--- config.mk ---
export PLATFORM = sky130hd
export DESIGN_NAME = can_tx_queue
export DESIGN_NICKNAME = d
export VERILOG_FILES = /design/src/rtl/can_txq_pkg.sv /design/src/rtl/can_txq_ctrl.sv /design/src/rtl/can_txq_store.sv /design/src/rtl/can_txq_arb.sv /design/src/rtl/can_tx_queue.sv
export SDC_FILE = /design/constraint.sdc
export NUM_CORES = 1
export LEC_CHECK = 0
export BUFFER_PORTS_ARGS = -buffer_cell sky130_fd_sc_hd__buf_2
export CAP_MARGIN = 30
export CORE_MARGIN = 5
export CORE_UTILIZATION = 45
export CTS_CLUSTER_DIAMETER = 50
export DETAILED_ROUTE_END_ITERATION = 7
export SLEW_MARGIN = 5
export SYNTH_ARGS = -nofsm -noshare
export SYNTH_HDL_FRONTEND = slang
export SYNTH_SLANG_ARGS = --single-unit
--- constraint.sdc ---
create_clock -name clk -period 6.5 [get_ports clk]
set_input_delay 0.325 -clock clk [delete_from_list [all_inputs] [get_ports clk]]
set_output_delay 0.325 -clock clk [all_outputs]
set_load 0.01 [all_outputs]
--- src/rtl/can_txq_pkg.sv ---
package can_txq_pkg;
  localparam int BYTE_W = 8;
  localparam int PRIO_W = 8;

  typedef enum logic [1:0] {
    ST_IDLE  = 2'd0,
    ST_OFFER = 2'd1,
    ST_BUSY  = 2'd2
  } txq_state_e;
endpackage

--- src/rtl/can_txq_ctrl.sv ---
module can_txq_ctrl #(
  parameter int NUM_BUF = 3,
  parameter int AW = 5,
  parameter int IW = 2,
  parameter logic [AW-1:0] FLAG_ADDR = '0,
  parameter logic [AW-1:0] IEN_ADDR = '0,
  parameter logic [AW-1:0] SEL_ADDR = '0
) (
  input  logic               clk,
  input  logic               rst_n,
  input  logic               wr_en,
  input  logic [AW-1:0]      addr,
  input  logic [NUM_BUF-1:0] wdata,
  input  logic               lock_vld,
  input  logic [IW-1:0]      lock_idx,
  input  logic               done_set,
  input  logic [IW-1:0]      done_idx,
  output logic [NUM_BUF-1:0] empty_q,
  output logic [NUM_BUF-1:0] ien_q,
  output logic [NUM_BUF-1:0] sel_q
);
  logic flag_wr, ien_wr, sel_wr;
  logic [NUM_BUF-1:0] sel_pick;

  assign flag_wr = wr_en && (addr == FLAG_ADDR);
  assign ien_wr  = wr_en && (addr == IEN_ADDR);
  assign sel_wr  = wr_en && (addr == SEL_ADDR);

  // lowest requested slot that is empty wins
  always_comb begin
    sel_pick = '0;
    for (int i = NUM_BUF - 1; i >= 0; i--) begin
      if (wdata[i] && empty_q[i]) begin
        sel_pick = '0;
        sel_pick[i] = 1'b1;
      end
    end
  end

  always_ff @(posedge clk or negedge rst_n) begin
    if (!rst_n) begin
      empty_q <= '1;
      ien_q   <= '0;
      sel_q   <= '0;
    end else begin
      for (int i = 0; i < NUM_BUF; i++) begin
        if (done_set && done_idx == IW'(i))
          empty_q[i] <= 1'b1;
        else if (flag_wr && wdata[i] && !(lock_vld && lock_idx == IW'(i)))
          empty_q[i] <= 1'b0;
      end
      if (ien_wr) ien_q <= wdata;
      if (sel_wr) sel_q <= sel_pick;
    end
  end

  a_r2_sel_onehot: assert property (@(posedge clk) disable iff (!rst_n)
    $onehot0(sel_q));

  a_r4_zero_write_keeps: assert property (@(posedge clk) disable iff (!rst_n)
    (flag_wr && wdata == '0) |=> ((empty_q & $past(empty_q)) == $past(empty_q)));

  a_r6_locked_is_queued: assert property (@(posedge clk) disable iff (!rst_n)
    lock_vld |-> !empty_q[lock_idx]);

  a_r7_done_sets_flag: assert property (@(posedge clk) disable iff (!rst_n)
    done_set |=> empty_q[$past(done_idx)]);
endmodule

--- src/rtl/can_txq_store.sv ---
module can_txq_store #(
  parameter int NUM_BUF = 3,
  parameter int FRAME_BYTES = 13,
  parameter int IW = 2,
  parameter int OW = 4
) (
  input  logic                              clk,
  input  logic                              rst_n,
  input  logic                              wr_en,
  input  logic [IW-1:0]                     wr_buf,
  input  logic [OW-1:0]                     wr_off,
  input  logic [can_txq_pkg::BYTE_W-1:0]    wr_data,
  input  logic [IW-1:0]                     rd_buf,
  input  logic [OW-1:0]                     rd_off,
  output logic [can_txq_pkg::BYTE_W-1:0]    rd_data,
  input  logic [IW-1:0]                     tx_idx,
  output logic [FRAME_BYTES*can_txq_pkg::BYTE_W-1:0] tx_frame,
  output logic [NUM_BUF*can_txq_pkg::PRIO_W-1:0]     prio_flat
);
  import can_txq_pkg::*;
  localparam int SLOTS = FRAME_BYTES + 1;

  logic [BYTE_W-1:0] mem [NUM_BUF][SLOTS];

  always_ff @(posedge clk or negedge rst_n) begin
    if (!rst_n) begin
      for (int b = 0; b < NUM_BUF; b++)
        for (int s = 0; s < SLOTS; s++)
          mem[b][s] <= '0;
    end else if (wr_en) begin
      for (int b = 0; b < NUM_BUF; b++)
        for (int s = 0; s < SLOTS; s++)
          if (wr_buf == IW'(b) && wr_off == OW'(s))
            mem[b][s] <= wr_data;
    end
  end

  always_comb begin
    rd_data = '0;
    for (int b = 0; b < NUM_BUF; b++)
      for (int s = 0; s < SLOTS; s++)
        if (rd_buf == IW'(b) && rd_off == OW'(s))
          rd_data = mem[b][s];
  end

  always_comb begin
    tx_frame = '0;
    for (int b = 0; b < NUM_BUF; b++)
      if (tx_idx == IW'(b))
        for (int s = 0; s < FRAME_BYTES; s++)
          tx_frame[s*BYTE_W +: BYTE_W] = mem[b][s];
  end

  generate
    for (genvar g = 0; g < NUM_BUF; g++) begin : g_prio
      assign prio_flat[g*PRIO_W +: PRIO_W] = mem[g][FRAME_BYTES][PRIO_W-1:0];
    end
  endgenerate
endmodule

--- src/rtl/can_txq_arb.sv ---
module can_txq_arb #(
  parameter int NUM_BUF = 3,
  parameter int IW = 2
) (
  input  logic                  clk,
  input  logic                  rst_n,
  input  logic [NUM_BUF-1:0]    empty_q,
  input  logic [NUM_BUF*can_txq_pkg::PRIO_W-1:0] prio_flat,
  input  logic                  tx_ready,
  input  logic                  tx_done,
  input  logic                  tx_lost,
  output logic                  tx_valid,
  output logic                  lock_vld,
  output logic [IW-1:0]         lock_idx,
  output logic                  done_set
);
  import can_txq_pkg::*;

  txq_state_e state_q, state_d;
  logic [IW-1:0] lock_q, lock_d;
  logic [NUM_BUF-1:0] cand;
  logic pick_vld;
  logic [IW-1:0] pick_idx;
  logic [PRIO_W-1:0] best_p;
  logic release_now;

  assign release_now = (state_q == ST_BUSY) && (tx_done || tx_lost);

  // candidates: queued slots, minus the one finishing this cycle
  always_comb begin
    cand = ~empty_q;
    if (state_q == ST_BUSY && tx_done) cand[lock_q] = 1'b0;
    pick_vld = 1'b0;
    pick_idx = '0;
    best_p   = '1;
    for (int i = 0; i < NUM_BUF; i++) begin
      if (cand[i] && (!pick_vld || prio_flat[i*PRIO_W +: PRIO_W] < best_p)) begin
        pick_vld = 1'b1;
        pick_idx = IW'(i);
        best_p   = prio_flat[i*PRIO_W +: PRIO_W];
      end
    end
  end

  always_comb begin
    state_d = state_q;
    lock_d  = lock_q;
    unique case (state_q)
      ST_IDLE: if (pick_vld) begin
        state_d = ST_OFFER;
        lock_d  = pick_idx;
      end
      ST_OFFER: if (tx_ready) state_d = ST_BUSY;
      ST_BUSY: if (release_now) begin
        if (pick_vld) begin
          state_d = ST_OFFER;
          lock_d  = pick_idx;
        end else begin
          state_d = ST_IDLE;
        end
      end
      default: state_d = ST_IDLE;
    endcase
  end

  always_ff @(posedge clk or negedge rst_n) begin
    if (!rst_n) begin
      state_q <= ST_IDLE;
      lock_q  <= '0;
    end else begin
      state_q <= state_d;
      lock_q  <= lock_d;
    end
  end

  assign tx_valid = (state_q == ST_OFFER);
  assign lock_vld = (state_q != ST_IDLE);
  assign lock_idx = lock_q;
  assign done_set = (state_q == ST_BUSY) && tx_done;

  a_r10_offer_held: assert property (@(posedge clk) disable iff (!rst_n)
    (tx_valid && !tx_ready) |=> (tx_valid && $stable(lock_idx)));

  a_r5_offer_is_queued: assert property (@(posedge clk) disable iff (!rst_n)
    tx_valid |-> !empty_q[lock_idx]);

  a_r6_accept_drops_valid: assert property (@(posedge clk) disable iff (!rst_n)
    (tx_valid && tx_ready) |=> !tx_valid);
endmodule

--- src/rtl/can_tx_queue.sv ---
module can_tx_queue #(
  parameter int NUM_BUF = 3,
  parameter int FRAME_BYTES = 13,
  localparam int OW = $clog2(FRAME_BYTES + 1),
  localparam int AW = OW + 1,
  localparam int IW = $clog2(NUM_BUF)
) (
  input  logic                     clk,
  input  logic                     rst_n,
  input  logic                     cpu_wr,
  input  logic [AW-1:0]            cpu_addr,
  input  logic [7:0]               cpu_wdata,
  output logic [7:0]               cpu_rdata,
  output logic                     tx_valid,
  input  logic                     tx_ready,
  output logic [IW-1:0]            tx_buf,
  output logic [FRAME_BYTES*8-1:0] tx_frame,
  input  logic                     tx_done,
  input  logic                     tx_lost,
  output logic                     tx_irq
);
  import can_txq_pkg::*;

  localparam int SLOTS = FRAME_BYTES + 1;
  localparam int REG_BASE = 1 << OW;
  localparam logic [AW-1:0] FLAG_ADDR = AW'(REG_BASE);
  localparam logic [AW-1:0] IEN_ADDR  = AW'(REG_BASE + 1);
  localparam logic [AW-1:0] SEL_ADDR  = AW'(REG_BASE + 2);

  logic [NUM_BUF-1:0] empty_q, ien_q, sel_q;
  logic lock_vld, done_set;
  logic [IW-1:0] lock_idx, sel_idx;
  logic sel_any, win_hit, win_wr;
  logic [BYTE_W-1:0] win_rd;
  logic [NUM_BUF*PRIO_W-1:0] prio_flat;

  always_comb begin
    sel_idx = '0;
    for (int i = 0; i < NUM_BUF; i++)
      if (sel_q[i]) sel_idx = IW'(i);
  end

  assign sel_any = |sel_q;
  assign win_hit = cpu_addr < AW'(SLOTS);
  assign win_wr  = cpu_wr && win_hit && sel_any && !(lock_vld && lock_idx == sel_idx);

  can_txq_ctrl #(
    .NUM_BUF(NUM_BUF), .AW(AW), .IW(IW),
    .FLAG_ADDR(FLAG_ADDR), .IEN_ADDR(IEN_ADDR), .SEL_ADDR(SEL_ADDR)
  ) u_ctrl (
    .clk(clk), .rst_n(rst_n), .wr_en(cpu_wr), .addr(cpu_addr),
    .wdata(cpu_wdata[NUM_BUF-1:0]), .lock_vld(lock_vld), .lock_idx(lock_idx),
    .done_set(done_set), .done_idx(lock_idx),
    .empty_q(empty_q), .ien_q(ien_q), .sel_q(sel_q)
  );

  can_txq_store #(
    .NUM_BUF(NUM_BUF), .FRAME_BYTES(FRAME_BYTES), .IW(IW), .OW(OW)
  ) u_store (
    .clk(clk), .rst_n(rst_n), .wr_en(win_wr), .wr_buf(sel_idx),
    .wr_off(cpu_addr[OW-1:0]), .wr_data(cpu_wdata), .rd_buf(sel_idx),
    .rd_off(cpu_addr[OW-1:0]), .rd_data(win_rd), .tx_idx(lock_idx),
    .tx_frame(tx_frame), .prio_flat(prio_flat)
  );

  can_txq_arb #(.NUM_BUF(NUM_BUF), .IW(IW)) u_arb (
    .clk(clk), .rst_n(rst_n), .empty_q(empty_q), .prio_flat(prio_flat),
    .tx_ready(tx_ready), .tx_done(tx_done), .tx_lost(tx_lost),
    .tx_valid(tx_valid), .lock_vld(lock_vld), .lock_idx(lock_idx),
    .done_set(done_set)
  );

  assign tx_buf = lock_idx;
  assign tx_irq = |(empty_q & ien_q);

  always_comb begin
    cpu_rdata = '0;
    if (win_hit) begin
      if (sel_any) cpu_rdata = win_rd;
    end else if (cpu_addr == FLAG_ADDR) begin
      cpu_rdata[NUM_BUF-1:0] = empty_q;
    end else if (cpu_addr == IEN_ADDR) begin
      cpu_rdata[NUM_BUF-1:0] = ien_q;
    end else if (cpu_addr == SEL_ADDR) begin
      cpu_rdata[NUM_BUF-1:0] = sel_q;
    end
  end

  a_r10_frame_held: assert property (@(posedge clk) disable iff (!rst_n)
    (tx_valid && !tx_ready) |=> $stable(tx_frame));
endmodule

==> results of run 1 <==
## cell families after synthesis
kind of cell | after synthesis
and+or+nand+nor | 431
DFF | 349
buffers and inverters | 146
muxes | 477
AOI/OAI and AO/OA | 418
adders and majority gates | 14
## cell type report
| cell class | count | share of cell area |
|---|---|---|
| clock buffer | 61 | 0.05509 |
| clock inverter | 13 | 0.007435 |
| inverter | 10 | 0.001690 |
| multi-input combinational | 1340 | 0.4561 |
| sequential | 349 | 0.3937 |
| tap | 585 | 0.03295 |
| timing repair buffer | 186 | 0.05306 |
## what timing repair did
action                                 in CTS  in global routing
resized for setup                           0                  0
endpoints found under the hold margin     108                  0
hold buffers                                2                  0
## Yosys cell counts (5+ instances only)
cell type,count
a211oi_1,10
a21o_1,6
a21oi_1,55
a221oi_1,23
a222oi_1,7
a22o_1,12
a22oi_1,19
a31oi_1,16
a32oi_1,8
and2_1,8
and3_1,7
buf_1,8
buf_2,30
clkbuf_1,91
dfrtp_1,346
ha_1,14
inv_1,9
mux2_2,345
mux2i_1,130
nand2_1,209
nand2b_1,9
nand3_1,31
nand4_1,7
nor2_1,77
nor2b_1,6
nor3_1,26
nor3_2,5
nor4_1,7
o211ai_1,12
o21ai_0,170
o221ai_1,8
o22ai_1,23
o2bb2ai_1,5
o31ai_1,5
or4_1,5
## final timing paths
path	start	to	slack (ns)
min in group asynchronous	rst_n	u_arb.state_q[1]	0.43
max	u_ctrl.sel_q[1]	cpu_rdata[7]	1.75
min reg2reg	u_store.mem[209]	u_store.mem[209]	0.53
min	tx_lost	u_arb.state_q[1]	0.07
max reg2reg	u_arb.lock_idx[0]	u_arb.lock_idx[0]	1.92
max in group asynchronous	rst_n	u_store.mem[173]	4.56
## worst reg2reg max path: stages, from the launching register on
cell and delay, ns:
dfrtp_4 0.85, and4bb_2 0.33, a21o_1 0.31, nor2_1 0.19
ha_1 0.26, and4_1 0.20, a21o_1 0.18, a311oi_1 0.37
o21ai_0 0.13, buf_4 0.20, nand2_1 0.07, o21ai_0 0.08
ha_1 0.29, and3_1 0.18, and3_1 0.19, and3_1 0.18
a21oi_1 0.14, a31oi_1 0.12, a22o_1 0.21
## per-stage QoR
| step | util | cell area, sq um | cells | hold slack, ns | setup slack (ns) |
|---|---|---|---|---|---|
| after floorplan | - | 19460 | 1835 | 0.02941 | 2.411 |
| after global placement | 0.4808 | 20660 | 2461 | 0.4531 | 1.940 |
| final | 0.5168 | 22210 | 2544 | 0.06632 | 1.752 |
| after CTS | 0.5157 | 22170 | 2542 | 0.04818 | 1.905 |
| after global routing | 0.5168 | 22210 | 2544 | 0.08866 | 1.612 |
| after detailed placement | 0.4829 | 20760 | 2466 | 0.4540 | 1.951 |
## sequential cells by signal, summed over array words and instances (netlist names)
signal             count
u_store.mem          312
u_ctrl.empty_q         3
u_arb.lock_idx         2
u_store.prio_flat     24
u_arb.state_q          2
u_ctrl.sel_q           3
u_ctrl.ien_q           3
## layer usage
layer,up-vias,track usage
met5,-,0
met4,2,0.1264
met3,218,0.07080
met2,1009,0.5313
met1,8815,0.4786
li1,7021,-
## power by group through the flow
stage | Clock (uW) | Sequential [uW] | Combinational (uW)
after global routing | 2510 | 2470 | 1340
after CTS | 2410 | 2450 | 1250
final | 2390 | 2460 | 1280
after floorplan | 0 | 2360 | 878
after detailed placement | 0 | 2490 | 1240
after global placement | 0 | 2490 | 1240
==> results.tsv, run 1 <==
stage	metric	value	unit
global_route	grt_pass1_vias	16590	
global_route	grt_usage	0.3430	
synth	synthXorXnorAreaFrac	0	
die	core_area	42980	sq um
synth	synth_top_family_by_area	multiplexers	
sta	fin_tns_setup	0	ns
cells_and_area	multi_input_area	10130	sq um
synth	syn-num-nets	1868	
critical_path	cp_cell_sequence	nand4bb_1 > nor2_1 > a221oi_1 > o211ai_1 > nor3_1 > a211oi_1 > buf_2	
global_route	gr-total-overflow	0	
power	vdd_drop_max	0.2766	mV
detailed_routing	postRouteAntennaNets	0	
power	p_sw	2008	uW
power	combPwrFrac	0.208	
power	leakagePower	0.01078	uW
sta	skew	0.01973	ns
critical_path	cp.arrival	4.42	ns
clock_network	clkLatencyLatePin	0.57	ns
power	clock_power_share	0.390	
sta	max_slew_margin	0.3257	
status	status	finished clean	
critical_path	r2r_cells	18	
critical_path	cp_max_fo	19	
detailed_routing	totalWireLength	83.43	mm
cells_and_area	layout_commonest_cell	mux2_2	
synth	netlist_area	19460	sq um
cells_and_area	fill_cells	3963	
power	seq_power_share	0.401	
clock_network	clk_path_buf_depth	3	
cells_and_area	fin_nets	1962	
run	maxCapViolCount	0	
sta	timing_hold_violations_final	0	
detailed_routing	wl_met1	34.29	mm
die	die-width	218.0	um
synth	ys_seq_area_frac	0.4489	
critical_path	critPathTopFamily	simple AND/OR/NAND/NOR gates	
sta	slew_violations	0	
sta	rsz0062_at_grt	false	
sta	max_freq	0.2106	GHz
synth	synthSimpleGateAreaFrac	0.1046	
detailed_routing	post_drt_wl_per_cell	32.80	um
sta	worst_pin_slew	1.011	ns
cells_and_area	drive_gt1_frac	0.3216	
detailed_routing	met2_length	37.27	mm
global_route	grt_pass1_wl	119.8	mm
clock_network	cts-htree-levels	2	
synth	syn-mean-instance-area	10.61	sq um
critical_path	crit_cells	7	
die	core.rowCount	76	
sta	min_period	4.748	ns
synth	ys_top_cells_by_area	dfrtp_1 44%, mux2_2 20%, mux2i_1 6.7%	
sta	setup_viol	0	
critical_path	endpoint_kind	primary output	
clock_network	cts.sinks	349	
cells_and_area	diodes	0	
synth	yosys.area.top_type_share	0.4448	
critical_path	crit_type	reg2out	
clock_network	clk_pin_slew_worst_paths	0.06	ns
synth	ys_types	77	
cells_and_area	synthToLayoutAreaGrowth	14.12	%
global_route	antenna_found_initial	1	
critical_path	path_buf_inv	1	
detailed_routing	vias	17070	
synth	ys_ff_latch	349	
place	place_hpwl	60.05	mm
clock_network	root_buffer	clkbuf_16	
power	internal_power	4125	uW
synth	syn_inst	1835	
synth	synth_warnings	0	
power	p_per_area	276.1	nW/um^2
die	io_pins	135	
place	gp_congestion	1.035	
synth	synthAdderAreaFrac	0.008999	
clock_network	cts_setup_buffers	0	
critical_path	crit_path_top_delay_cell	nor2_1	
critical_path	cp.required	6.17	ns
die	die_area	47520	sq um
critical_path	crit_path_start_kind	flop	
sta	fin_crit_sh	0.7305	
detailed_routing	dr_wl_met3	8.050	mm
cells_and_area	seq_area	8745	sq um
worst_hold_path	hp-class	in2reg	
synth	async_flop_share	1.000	
die	initial_utilization	0.4529	
detailed_routing	first_iter_violations	2206	
detailed_routing	first_pass_iters	6	
critical_path	max_stage_delay	0.99	ns
detailed_routing	vias_per_cell	6.708	
synth	synth_compound_area_frac	0.1368	
synth	synth-edff-count	0	
worst_hold_path	hold_depth	4	
detailed_routing	drc	0	
die	fp.dieH	218.0	um
power	power	6133	uW
cells_and_area	layout_common_cells	345 x mux2_2, 344 x dfrtp_1, 209 x nand2_1	
clock_network	cts_buffers	42	
synth	synth_top_area_cell	dfrtp_1	
detailed_routing	highest_layer	met5	
synth	ys.flop_type	dfrtp_1	
synth	muxShareOfSynthArea	0.2688	
place	portBuffers	134	
power	swShare	0.3274	
clock_network	cts_tree	yes	
global_route	grt_max_degree	168	
(Power assumes the default switching activity.)
==> run 2, diff against run 1 <==
clock period = 4.6 ns   (was 6.5 ns; I/O delays follow)
==> run 2 against run 1 <==
Clock skew is 0.0026 ns higher. Largest cell class unchanged. Hold slack better by 0.084 ns. Routed wire length is 0.51% higher. Die area stayed put. Clock power is 45% higher. Clock-buffer cell count is 3 lower. Via count is 0.81% lower. The flow now finishes with violations (setup timing). Utilization is 0.88 points higher.
==> results.tsv, run 2 (synthesis results as in run 1) <==
stage	metric	value	unit
die	die-width	218.0	um
clock_network	cts_tree	yes	
run	maxCapViolCount	0	
critical_path	endpoint_kind	primary output	
die	die_area	47520	sq um
detailed_routing	postRouteAntennaNets	0	
cells_and_area	regMostFlops	u_store.mem	
detailed_routing	first_pass_iters	6	
place	placedCellCount	2496	
die	core_area	42980	sq um
place	gp_congestion	1.041	
detailed_routing	first_iter_violations	1934	
place	place_ws	0.3556	ns
clock_network	cts.sinks	349	
global_route	grt_usage	0.3478	
clock_network	clk_path_buf_depth	3	
sta	rsz0062_at_grt	false	
sta	max_freq	0.2166	GHz
power	leakagePower	0.01099	uW
critical_path	crit_path_start_kind	flop	
clock_network	cts_buffers	44	
global_route	grt_pass1_wl	121.4	mm
sta	setup_viol	1	
global_route	gr-total-overflow	0	
worst_hold_path	hp-class	in2reg	
sta	fin_tns_setup	-0.01683	ns
clock_network	root_buffer	clkbuf_16	
die	fp.dieH	218.0	um
critical_path	crit_type	reg2out	
place	portBuffers	134	
status	failed_checks	setup timing	
cells_and_area	fill_cells	3989	
sta	slew_violations	0	
clock_network	clk_pin_slew_worst_paths	0.06	ns
detailed_routing	totalWireLength	83.86	mm
cells_and_area	multi_input_area	10120	sq um
cells_and_area	fin_nets	1996	
detailed_routing	vias	16930	
power	power	8814	uW
sta	min_period	4.617	ns
sta	worst_pin_slew	1.005	ns
sta	skew	0.02233	ns
cells_and_area	synthToLayoutAreaGrowth	16.06	%
global_route	antenna_found_initial	2	
die	initial_utilization	0.4529	
cells_and_area	largest_register_ffs	312	
critical_path	cp.arrival	4.39	ns
place	place_hpwl	61.36	mm
cells_and_area	seq_area	8745	sq um
cells_and_area	layout_commonest_cell	mux2_2	
cells_and_area	drive_gt1_frac	0.3333	
sta	fin_crit_sh	1.004	
die	io_pins	135	
sta	timing_hold_violations_final	0	
sta	max_slew_margin	0.3276	
sta	fin_ws	-0.01683	ns
power	p_per_area	390.2	nW/um^2
status	status	finished with violations	
detailed_routing	vias_per_cell	6.555	
detailed_routing	drc	0	
power	vdd_drop_max	0.5208	mV
critical_path	cp.required	4.37	ns
global_route	grt_max_degree	116	
clock_network	cts-htree-levels	2	
detailed_routing	post_drt_wl_per_cell	32.48	um
cells_and_area	stdcell_count	2582	
die	core.rowCount	76	
cells_and_area	layout_common_cells	345 x mux2_2, 344 x dfrtp_1, 209 x nand2_1	
global_route	grt_pass1_vias	16790	
critical_path	cp_max_fo	21	
clock_network	clkLatencyLatePin	0.58	ns
-- run 2: critical path, stage by stage, from the launching register on --
cell and delay, ns:
dfrtp_1 0.92, buf_4 0.29, and2_1 0.37, nand3_1 0.31
o21ai_0 0.61, nor2_1 0.13, a211oi_1 0.52, o22ai_1 0.15
a21oi_1 0.26, nor3_1 0.10, buf_2 0.15
-- run 2: timing repair --
item                                    in CTS  in global routing
gates resized for setup                      0                  1
endpoints found under the setup margin       0                  1
hold buffers                                 4                  0
hold endpoints to repair                   102                  0
setup buffers                                0                  0
-- run 2: worst paths after layout --
path,from,endpoint,slack [ns],cells past startpoint
max reg2reg,u_arb.state_q[0],u_arb.lock_idx[0],0.40,18
min in group asynchronous,rst_n,u_arb.lock_idx[0],0.31,2
max in group asynchronous,rst_n,u_store.mem[158],3.10,3
min reg2reg,u_store.mem[257],u_store.mem[257],0.53,1
max,u_ctrl.sel_q[2],cpu_rdata[4],-0.02,10
min,cpu_wr,u_ctrl.empty_q[1],0.15,3
-- run 2: metrics by stage --
| step | area [sq um] | utilization | hold WS, ns |
|---|---|---|---|
| floorplan | 19460 | - | -0.06559 |
| global placement | 20920 | 0.4867 | 0.3619 |
| detailed placement | 21030 | 0.4893 | 0.3648 |
| CTS | 22530 | 0.5242 | 0.1315 |
| global route | 22590 | 0.5255 | 0.1620 |
| finish | 22590 | 0.5256 | 0.1501 |
-- run 2: final cells by class --
type / count / share of cell area
Clock inverter: 20 / 0.009748
Sequential cell: 349 / 0.3871
Inverter: 10 / 0.001662
Tap cell: 585 / 0.03240
Antenna cell: 2 / 0.0002215
Clock buffer: 58 / 0.05472
Timing Repair Buffer: 218 / 0.06602
Multi-Input combinational cell: 1340 / 0.4481
-- run 2: layer usage --
layer,track usage,up-vias,wire length (um)
met2,0.5392,892,37600
met4,0.1394,2,4155
met3,0.06803,221,7058
met1,0.4829,8730,34940
met5,0,-,102
li1,-,7081,-
-- run 2: where the power goes --
part | switching, uW | internal, uW | total (uW) | leakage [uW]
clock | 1390 | 2070 | 3460 | 0.000702
sequential | 169 | 3200 | 3370 | 0.00485
combinational | 1330 | 648 | 1980 | 0.00544
==> run 3, diff against run 2 <==
GPL_TIMING_DRIVEN = 0   (was not set)
==> run 3 against run 2 <==
The run still ends with setup timing left. Hold slack lost 0.14 ns. Global-route usage rose by 9.1 points. First-iteration DRC count up 37%. Register-to-register slack got worse by 0.15 ns. Total power rose by 4.7%. Combinational power is 17% higher. Final cell count grew 3.8%. Clock-buffer cell count did not move. Fmax fell by 1.3%. Routed wire length increased by 27%. Critical path depth grew 2. Critical path type unchanged. Critical endpoint is now cpu_rdata[3].
==> results.tsv, run 3 (synthesis results as in run 1) <==
stage	metric	value	unit
sta	worst_pin_slew	1.069	ns
sta	fin_ws	-0.07765	ns
cells_and_area	layout_commonest_cell	dfrtp_1	
clock_network	clkLatencyLatePin	0.59	ns
critical_path	crit_path_top_delay_cell	clkbuf_1	
cells_and_area	largest_register_ffs	312	
sta	max_slew_margin	0.2877	
sta	rsz0062_at_grt	true	
global_route	gr-total-overflow	0	
cells_and_area	multi_input_area	10150	sq um
sta	holdWs	0.01034	ns
sta	min_period	4.678	ns
critical_path	critPathTopFamily	compound AO/OA/AOI/OAI gates	
global_route	grt_pass1_vias	18020	
clock_network	root_buffer	clkbuf_16	
power	seq_power_share	0.365	
global_route	grt_pass1_wl	144.9	mm
sta	timing_hold_violations_final	0	
power	internal_power	6006	uW
power	p_per_area	399.9	nW/um^2
cells_and_area	seq_area	8737	sq um
clock_network	cts.sinks	349	
cells_and_area	synthToLayoutAreaGrowth	18.51	%
detailed_routing	first_pass_iters	8	
sta	fin_crit_sh	1.017	
clock_network	cts_setup_buffers	0	
cells_and_area	fin_nets	2093	
clock_network	cts_tree	yes	
die	core.rowCount	76	
worst_hold_path	hp-class	in2reg	
cells_and_area	drive_gt1_frac	0.3209	
critical_path	cp_max_fo	10	
detailed_routing	first_iter_violations	2643	
power	leakagePower	0.01116	uW
sta	setup_viol	6	
status	status	finished with violations	
die	io_pins	135	
power	clock_power_share	0.384	
global_route	grt_max_degree	116	
detailed_routing	totalWireLength	106.1	mm
critical_path	cp_cell_sequence	buf_4 > nand4bb_1 > clkbuf_1 > nor2_1 > buf_6 > a22o_1 > nor3_1 > a31oi_1 > o31ai_1 > a21oi_1 > a31o_2 > buf_2	
place	gp_congestion	1.096	
die	fp.dieH	218.0	um
status	failed_checks	setup timing	
die	die_area	47520	sq um
detailed_routing	postRouteAntennaNets	0	
die	initial_utilization	0.4529	
critical_path	cp.required	4.37	ns
critical_path	max_stage_delay	0.62	ns
cells_and_area	fill_cells	3958	
place	place_ws	-0.2840	ns
power	combPwrFrac	0.251	
detailed_routing	vias_per_cell	6.889	
critical_path	path_buf_inv	4	
cells_and_area	regMostFlops	u_store.mem	
critical_path	endpoint_kind	primary output	
clock_network	cts_buffers	44	
power	swShare	0.3490	
detailed_routing	vias	18460	
detailed_routing	drc	0	
critical_path	crit_type	reg2out	
global_route	antenna_found_initial	5	
clock_network	cts-htree-levels	2	
run	maxCapViolCount	0	
worst_hold_path	hold_depth	2	
critical_path	crit_path_start_kind	flop	
detailed_routing	post_drt_wl_per_cell	39.61	um
place	portBuffers	131	
die	core_area	42980	sq um
place	place_hpwl	82.85	mm
critical_path	crit_cells	12	
sta	slew_violations	0	
power	p_sw	3219	uW
die	die-width	218.0	um
power	vdd_drop_max	0.3554	mV
sta	max_freq	0.2138	GHz
critical_path	r2r_cells	19	
critical_path	cp.arrival	4.45	ns
clock_network	clk_path_buf_depth	3	
cells_and_area	layout_common_cells	346 x dfrtp_1, 345 x mux2_2, 209 x nand2_1	
global_route	grt_usage	0.4393	
sta	skew	0.01989	ns
sta	fin_tns_setup	-0.2447	ns
clock_network	clk_pin_slew_worst_paths	0.06	ns
run 3: cell count changes in the layout (fill, tap and decap cells not counted), moves of 4 or more:
cell / change
clkbuf_1: +84
buf_4: -59
buf_2: +29
buf_8: +19
buf_6: +14
buf_1: +8
buf_12: -7
nor2_1: -4
nor2_2: +4
run 3: through the flow:
stage,util,instances,area [sq um],total power (uW)
after floorplan,-,1835,19460,4568
after global placement,0.4852,2551,20850,5488
after detailed placement,0.4994,2592,21470,5591
after CTS,0.5351,2677,23000,9113
after global routing,0.5366,2679,23060,9448
final,0.5367,2680,23070,9225
run 3: path summary, 6_finish.rpt:
kind	start	to	slack (ns)
min reg2reg	u_store.mem[332]	u_store.mem[332]	0.54
max reg2reg	u_arb.lock_idx[1]	u_arb.lock_idx[0]	0.25
min in group asynchronous	rst_n	u_arb.lock_idx[1]	0.18
min	cpu_wdata[4]	u_store.mem[324]	0.01
max	u_ctrl.sel_q[2]	cpu_rdata[3]	-0.08
max in group asynchronous	rst_n	u_store.mem[286]	3.05
run 3: power by group through the flow:
stage / combinational (uW) / clock (uW) / sequential, uW
floorplan: 1240 / 0 / 3330
global placement: 2080 / 0 / 3410
detailed placement: 2180 / 0 / 3410
CTS: 2200 / 3560 / 3360
global route: 2400 / 3680 / 3370
finish: 2310 / 3540 / 3370
run 3: final cells by class:
class,instances,share of cell area
clock buffers,58,0.05397
multi-input cells,1340,0.4399
inverters,10,0.001627
diodes,1,0.0001085
clock inverters,22,0.009926
flip-flops and latches,349,0.3788
repair buffers,179,0.05793
well taps,585,0.03173
plain buffers,136,0.02604
run 3: repair_timing:
| action | 4_1_cts | 5_1_grt |
|---|---|---|
| endpoints found under the setup margin | 3 | 4 |
| pin swaps | 0 | 1 |
| hold buffers | 5 | 0 |
| resized for setup | 5 | 16 |
| endpoints found under the hold margin | 62 | 0 |
run 3: per-layer routing:
| metal | share of wire | routed length [um] | vias up | track usage |
|---|---|---|---|---|
| li1 | - | - | 7283 | - |
| met4 | 0.071 | 7509 | 2 | 0.2351 |
| met3 | 0.12 | 12290 | 342 | 0.1226 |
| met5 | 0.00017 | 18 | - | 0 |
| met1 | 0.39 | 41830 | 9500 | 0.5929 |
| met2 | 0.42 | 44500 | 1335 | 0.6435 |
